==> src/rtl/lpc_pd_pkg.sv <==
`timescale 1ns/1ps
package lpc_pd_pkg;
  typedef enum logic [1:0] {
    PD_ACTIVE = 2'd0,
    PD_ENTER  = 2'd1,
    PD_SUSP   = 2'd2,
    PD_EXIT   = 2'd3
  } pd_state_e;
endpackage

==> src/rtl/lpc_pd_timer.sv <==
`timescale 1ns/1ps
module lpc_pd_timer #(
  parameter int W = 8
) (
  input  logic         clk,
  input  logic         rst,
  input  logic         load,
  input  logic [W-1:0] load_val,
  output logic         done
);
  logic [W-1:0] cnt_q;

  always_ff @(posedge clk) begin
    if (rst)               cnt_q <= '0;
    else if (load)         cnt_q <= load_val;
    else if (cnt_q != '0)  cnt_q <= cnt_q - 1'b1;
  end

  assign done = (cnt_q == '0);
endmodule

==> src/rtl/lpc_pd_clkctl.sv <==
`timescale 1ns/1ps
module lpc_pd_clkctl (
  input  logic clk,
  input  logic rst,
  input  logic stop_req,
  input  logic busy,
  output logic clk_en
);
  always_ff @(posedge clk) begin
    if (rst) clk_en <= 1'b1;
    else     clk_en <= !(stop_req && !busy);
  end
endmodule

==> src/rtl/lpc_pd_fsm.sv <==
`timescale 1ns/1ps
module lpc_pd_fsm
  import lpc_pd_pkg::*;
(
  input  logic      clk,
  input  logic      rst,
  input  logic      sleep_req,
  input  logic      wake_req,
  input  logic      bus_busy,
  input  logic      lad_park_low,
  input  logic      tmr_done,
  output logic      tmr_load,
  output logic      susp_n,
  output logic      lreset_n,
  output logic      frame_low,
  output logic      lad_drive_zero,
  output logic      ldrq_en,
  output pd_state_e state
);
  pd_state_e state_d;

  always_comb begin
    state_d  = state;
    tmr_load = 1'b0;
    case (state)
      PD_ACTIVE: if (sleep_req && !bus_busy) state_d = PD_ENTER;
      PD_ENTER:  state_d = PD_SUSP;
      PD_SUSP:   if (wake_req) begin
                   state_d  = PD_EXIT;
                   tmr_load = 1'b1;
                 end
      PD_EXIT:   if (tmr_done) state_d = PD_ACTIVE;
      default:   state_d = PD_ACTIVE;
    endcase
  end

  always_ff @(posedge clk) begin
    if (rst) begin
      state          <= PD_ACTIVE;
      susp_n         <= 1'b1;
      lreset_n       <= 1'b1;
      frame_low      <= 1'b0;
      lad_drive_zero <= 1'b0;
      ldrq_en        <= 1'b1;
    end else begin
      state          <= state_d;
      susp_n         <= (state_d == PD_ACTIVE);
      lreset_n       <= (state_d == PD_ACTIVE) || (state_d == PD_EXIT);
      frame_low      <= (state_d == PD_SUSP);
      lad_drive_zero <= (state_d == PD_SUSP) && lad_park_low;
      ldrq_en        <= (state_d == PD_ACTIVE) && susp_n;
    end
  end
endmodule

==> src/rtl/lpc_pwrdn_seq.sv <==
`timescale 1ns/1ps
module lpc_pwrdn_seq
  import lpc_pd_pkg::*;
#(
  parameter int DLY_W = 8
) (
  input  logic             clk,
  input  logic             rst,
  input  logic             sleep_req,
  input  logic             wake_req,
  input  logic             clkrun_stop_req,
  input  logic             bus_busy,
  input  logic             lad_park_low,
  input  logic [DLY_W-1:0] exit_delay,
  output logic             susp_n,
  output logic             lreset_n,
  output logic             frame_low,
  output logic             lad_drive_zero,
  output logic             ldrq_en,
  output logic             lpc_clk_en,
  output logic [1:0]       state_o
);
  logic      tmr_load;
  logic      tmr_done;
  pd_state_e state;

  lpc_pd_timer #(.W(DLY_W)) u_timer (
    .clk      (clk),
    .rst      (rst),
    .load     (tmr_load),
    .load_val (exit_delay),
    .done     (tmr_done)
  );

  lpc_pd_fsm u_fsm (
    .clk            (clk),
    .rst            (rst),
    .sleep_req      (sleep_req),
    .wake_req       (wake_req),
    .bus_busy       (bus_busy),
    .lad_park_low   (lad_park_low),
    .tmr_done       (tmr_done),
    .tmr_load       (tmr_load),
    .susp_n         (susp_n),
    .lreset_n       (lreset_n),
    .frame_low      (frame_low),
    .lad_drive_zero (lad_drive_zero),
    .ldrq_en        (ldrq_en),
    .state          (state)
  );

  lpc_pd_clkctl u_clkctl (
    .clk      (clk),
    .rst      (rst),
    .stop_req (clkrun_stop_req),
    .busy     (bus_busy),
    .clk_en   (lpc_clk_en)
  );

  assign state_o = state;
endmodule

==> config.mk <==
export PLATFORM = sky130hd
export DESIGN_NAME = lpc_pwrdn_seq
export DESIGN_NICKNAME = d
export VERILOG_FILES = /design/src/rtl/lpc_pd_pkg.sv /design/src/rtl/lpc_pd_timer.sv /design/src/rtl/lpc_pd_clkctl.sv /design/src/rtl/lpc_pd_fsm.sv /design/src/rtl/lpc_pwrdn_seq.sv
export SDC_FILE = /design/constraint.sdc
export NUM_CORES = 1
export LEC_CHECK = 0
export BUFFER_PORTS_ARGS = -buffer_cell sky130_fd_sc_hd__buf_2
export CAP_MARGIN = 20
export CORE_UTILIZATION = 53
export DETAILED_ROUTE_END_ITERATION = 7
export PLACE_DENSITY = 0.82
export SLEW_MARGIN = 15
export SYNTH_ARGS = -nofsm -noshare
export SYNTH_HDL_FRONTEND = slang
export SYNTH_HIERARCHICAL = 1
export SYNTH_SLANG_ARGS = --single-unit
==> constraint.sdc <==
create_clock -name clk -period 6.5 [get_ports clk]
set_clock_uncertainty 0.1 [all_clocks]
set_input_delay 0.65 -clock clk [delete_from_list [all_inputs] [get_ports clk]]
set_output_delay 0.65 -clock clk [all_outputs]
set_load 0.005 [all_outputs]
# Word-level counts from Yosys, hierarchy flattened
# Cells that the tools add are included.
[classes]
addsub = 1
reduce_logical = 12
muxes = 8
eq_ne = 5
[ops]
columns = ["operator", "n"]
rows = [
  ["8-bit 2-to-1 mux", 2],
  ["2-bit equality test, second input constant", 4],
  ["8-bit zero test", 1],
  ["2-bit case mux with 4 select lines", 1],
  ["8-bit nonzero test", 1],
  ["8-bit by 1-bit subtractor with 8-bit output, second input constant", 1],
  ["2-bit 2-to-1 mux", 3],
  ["1-bit logical AND", 4],
  ["2-bit zero test", 2],
  ["2-bit by 1-bit equality test with 1-bit output, second input constant", 1],
  ["1-bit zero test", 2],
  ["1-bit 2-to-1 mux", 2],
  ["2-bit nonzero test", 1],
  ["1-bit logical OR", 1],
]
[totals]
ff_bits = 16
out_inout_bits = 8

# Logic depth before layout (Yosys ltp)
[logic_depth]
depth_word = 6
ltp_mapped = 9

# Hierarchy
# The synthesis kept the hierarchy.
[by_module_without_submodules]
columns = ["module", "area_per_inst_um2", "cells_per_inst", "instances", "seq_area_each_um2"]
rows = [
  ["lpc_pd_timer", 475.5, 53, 1, 160.2],
  ["lpc_pd_fsm", 294.0, 29, 1, 140.1],
  ["lpc_pd_clkctl", 28.8, 2, 1, 20.0],
]

# Worst setup path before layout
# No wires, ideal clock.
[synth_timing]
kind = "reg-to-reg"
startpoint = "register u_timer.cnt_q[0]"
endpoint = "register u_fsm.susp_n"
path_buffers = 1
arrival_ns = 1.914
required_ns = 6.277
path_stages_with_launch = 9
synth_period_minus_slack_ns = 2.137
setup_ns = 0.123
setup_slack_ns = 4.363
cell_sequence = "dfxtp_1 > inv_1 > ha_1 > and4bb_1 > buf_6 > or2b_1 > a22o_1 > ha_1 > or2_2"
[synth_via]
elab_chain_len = 4
[synth_lines]
columns = ["item", "line", "text"]
rows = [
  ["start: declaration", "lpc_pd_timer.sv:11", "logic [W-1:0] cnt_q;"],
  ["start signal: assignment", "lpc_pd_timer.sv:15", "else if (load) cnt_q <= load_val;"],
  ["start signal: assignment", "lpc_pd_timer.sv:16", "else if (cnt_q != '0) cnt_q <= cnt_q - 1'b1;"],
  ["8-bit zero test", "lpc_pd_timer.sv:19", "assign done = (cnt_q == '0);"],
  ["via tmr_done", "lpc_pwrdn_seq.sv:24", "logic tmr_done;"],
  ["2-bit 2-to-1 mux", "lpc_pd_fsm.sv:32", "PD_EXIT: if (tmr_done) state_d = PD_ACTIVE;"],
  ["2-bit case mux with 4 select lines", "lpc_pd_fsm.sv:25", "case (state)"],
  ["2-bit zero test", "lpc_pd_fsm.sv:47", "susp_n <= (state_d == PD_ACTIVE);"],
  ["end signal: assignment", "lpc_pd_fsm.sv:47", ""],
  ["end: declaration", "lpc_pd_fsm.sv:13", "output logic susp_n,"],
]
# The timed path passes the listed nets, and every way through them passes these cells.
# A chain may end at the register's enable or synchronous reset.

# Worst setup path in the final report
# Ends and elaborated chain as after synthesis.

==> flow_summary.ini <==
[placed_design]
dpl_cell_area_um2 = 897
place.port_buffers = 22
dp_hpwl_um = 1040
gp_congestion = 0.792

[finish]
final_nets = 124
fillers = 112
diodes = 0
layout_commonest_cell = buf_2
fin_util_pct = 69.1
final_cell_area_um2 = 933
area_growth_pct = 16.9
final_cell_mix = buf_2 (22), dfxtp_1 (16), nand2_1 (12), inv_1 (5), nor3_1 (5)
final_layout_size_suffix_gt1_share_pct = 31.1

[clock_tree]
clock_sinks = 16
cts_tree = built
cts-resized-gates = 0
root_buffer = clkbuf_4
clk_pin_slew_ps = 90
numCtsBuffers = 3
cts_setup_buffers = 0
cts.htree.levels = 1
clk_latency_ps = 270
cts_buffer_depth = 2
holdBufCountCts = 0

[hold_path]
hp-class = reg2reg
hp-start = u_fsm/susp_n
min_to = u_fsm/ldrq_en
hold_path_depth = 2

[grt]
grt_antenna_before_repair = 0
grt_max_degree = 18
grtUsageMet3_pct = 3.26
grt_pass1_vias = 482
met1_usage_pct = 24.8
grtUsageTotal_pct = 17.8
grt_first_pass_wirelength_um = 1980
busiest_layer = met2
grt_overflow_total = 0
gr-usage-met2_pct = 26.6

[job]
drv_cap = 0

[critical_path]
crit_required_ps = 6570
critPathArrivalTime_ps = 2350
crit_path_frequent_cell = ha_1
critPathCaptureType = flip-flop
rr_worst_depth = 7
cp_slowest_stage_delay_ps = 380
cp-start-kind = flip-flop
critPathKind = reg2reg
worst_path_max_delay_cell = dfxtp_1
crit_family = simple AND/OR/NAND/NOR gates
crit_path_cell_trace = inv_1 -> ha_1 -> and4bb_1 -> or2b_1 -> a22o_1 -> ha_1 -> or2_2
cp_num_buf_inv = 1
reg2reg_from = u_timer/cnt_q[0]
rrSetupSlack_ps = 4220
r2r-end = u_fsm/susp_n
startpoint = u_timer/cnt_q[0]
crit_fanout = 9

[synthesis]
synthArstFlopShare_pct = 0
avgSynthCellArea_um2 = 9.50
ys_warn_count = 6
ys_types = 34
synth_fp_nets = 101
synth_edf_count = 0
syn_inst = 84
synth_flop_cell = dfxtp_1
seq_area_frac_synth_pct = 40.1
synth_seq_cells = 16
syn_area_um2 = 798

[power]
ir_worst_vdd_v = 0.000218
power.total_uw = 374
p_leak_nw = 0.406
p_per_area_mw_per_mm2 = 401

[routing]
avgRoutedWirePerCell_um = 11.7
viasPerCell = 5.26
drc = 0
vias = 637
drt.antenna.violating_nets = 0
postRouteWirelength_um = 1420
drtPass1Iterations = 4
dr.first_iter.drc_count = 16

[sta]
whs_ps = 360
relSlewSlack_pct = 46.9
hold_viol_final = 0
period_needed_ps = 2280
setup_violations = 0
tightestPinTransition_ps = 794
finalCritPeriodShare_pct = 35.1
slew_viol_final = 0
max_freq_ghz = 0.438
rsz0062_at_grt = no
tns_ps = 0

[die]
start_util_pct = 59.1
core_mm2 = 0.00135
io_pins = 23
fp.dieH_um = 40.8
rows = 13
dieArea_mm2 = 0.00167
die_x_um = 40.8

[status]
status = finished, final reports clean
-- worst max-delay path by stage --
| stage | cells after the start | end | slack, ps |
|---|---|---|---|
| 2_1_floorplan | 8 | u_fsm/susp_n | 4360 |
| 3_3_place_gp | 7 | u_fsm/susp_n | 4310 |
| 3_5_place_dp | 7 | u_fsm/susp_n | 4250 |
| 4_1_cts | 7 | u_fsm/susp_n | 4220 |
| 5_1_grt | 7 | u_fsm/susp_n | 4110 |
| 6_report | 7 | u_fsm/susp_n | 4220 |
-- stage by stage --
step | instances | setup slack [ps]
floorplan | 84 | 4360
global placement | 117 | 4310
detailed placement | 117 | 4250
CTS | 121 | 4220
global route | 121 | 4110
finish | 121 | 4220
-- final cells by class --
type	count	area, µm²	area share [%]
sequential	16	320	34.3
multi-input combinational	59	429	46.0
tap	15	18.8	2.01
clock buffer	4	36.3	3.89
inverter	5	18.8	2.01
timing repair buffer	22	110	11.8
-- synth_stat cells (all sizes together), types with 2 or more instances --
| cell | number | share of area (%) |
|---|---|---|
| inv | 5 | 2.4 |
| a211oi | 2 | 2.5 |
| o32ai | 4 | 4.4 |
| buf | 2 | 2.8 |
| or3b | 3 | 3.3 |
| ha | 2 | 3.1 |
| xnor2 | 3 | 3.3 |
| dfxtp | 16 | 40 |
| a21oi | 3 | 1.9 |
| nor3 | 5 | 3.1 |
| or2 | 2 | 1.6 |
| clkbuf | 2 | 0.94 |
| nor2 | 3 | 1.4 |
| nand2 | 12 | 5.6 |
| nor2b | 2 | 1.6 |
-- kinds of logic (layout without fill, tap and decap cells) --
kind of cell / Yosys count / in the layout / share of synthesized area (%)
AO/OA/AOI/OAI: 17 / 17 / 18.2
multiplexers: 1 / 1 / 1.25
adder cells (fa/ha/maj): 2 / 2 / 3.13
XOR/XNOR: 4 / 4 / 4.39
AND/OR/NAND/NOR: 35 / 35 / 26.8
buffers and inverters: 9 / 31 / 6.11
flip-flops: 16 / 16 / 40.1
-- worst reg2reg max path: cells and delay by family, from the launching register on --
family	cells	cell delay [ps]
simple gates	3	910
fa+ha+maj	2	470
flops	1	380
compound gates	1	240
buf+inv	1	70
-- power breakdown --
group / switching [mW] / leakage [nW] / internal (mW)
logic: 0.0750 / 0.252 / 0.0820
registers: 0.0279 / 0.132 / 0.125
clock network: 0.0299 / 0.0210 / 0.0340
total: 0.133 / 0.406 / 0.241
-- state kept, by name (all words and copies together) (netlist names) --
signal                cells
u_fsm/frame_low           1
u_fsm/lreset_n            1
u_timer/cnt_q             8
u_clkctl/clk_en           1
u_fsm/ldrq_en             1
u_fsm/state               2
u_fsm/lad_drive_zero      1
u_fsm/susp_n              1
-- routing by layer --
layer  wire (µm)  share of wire [%]
met1         706                 50
met2         637                 45
met3          63                4.4
met4          13               0.91
met5           0                  0
No activity file was read; power rests on OpenSTA's default activity.
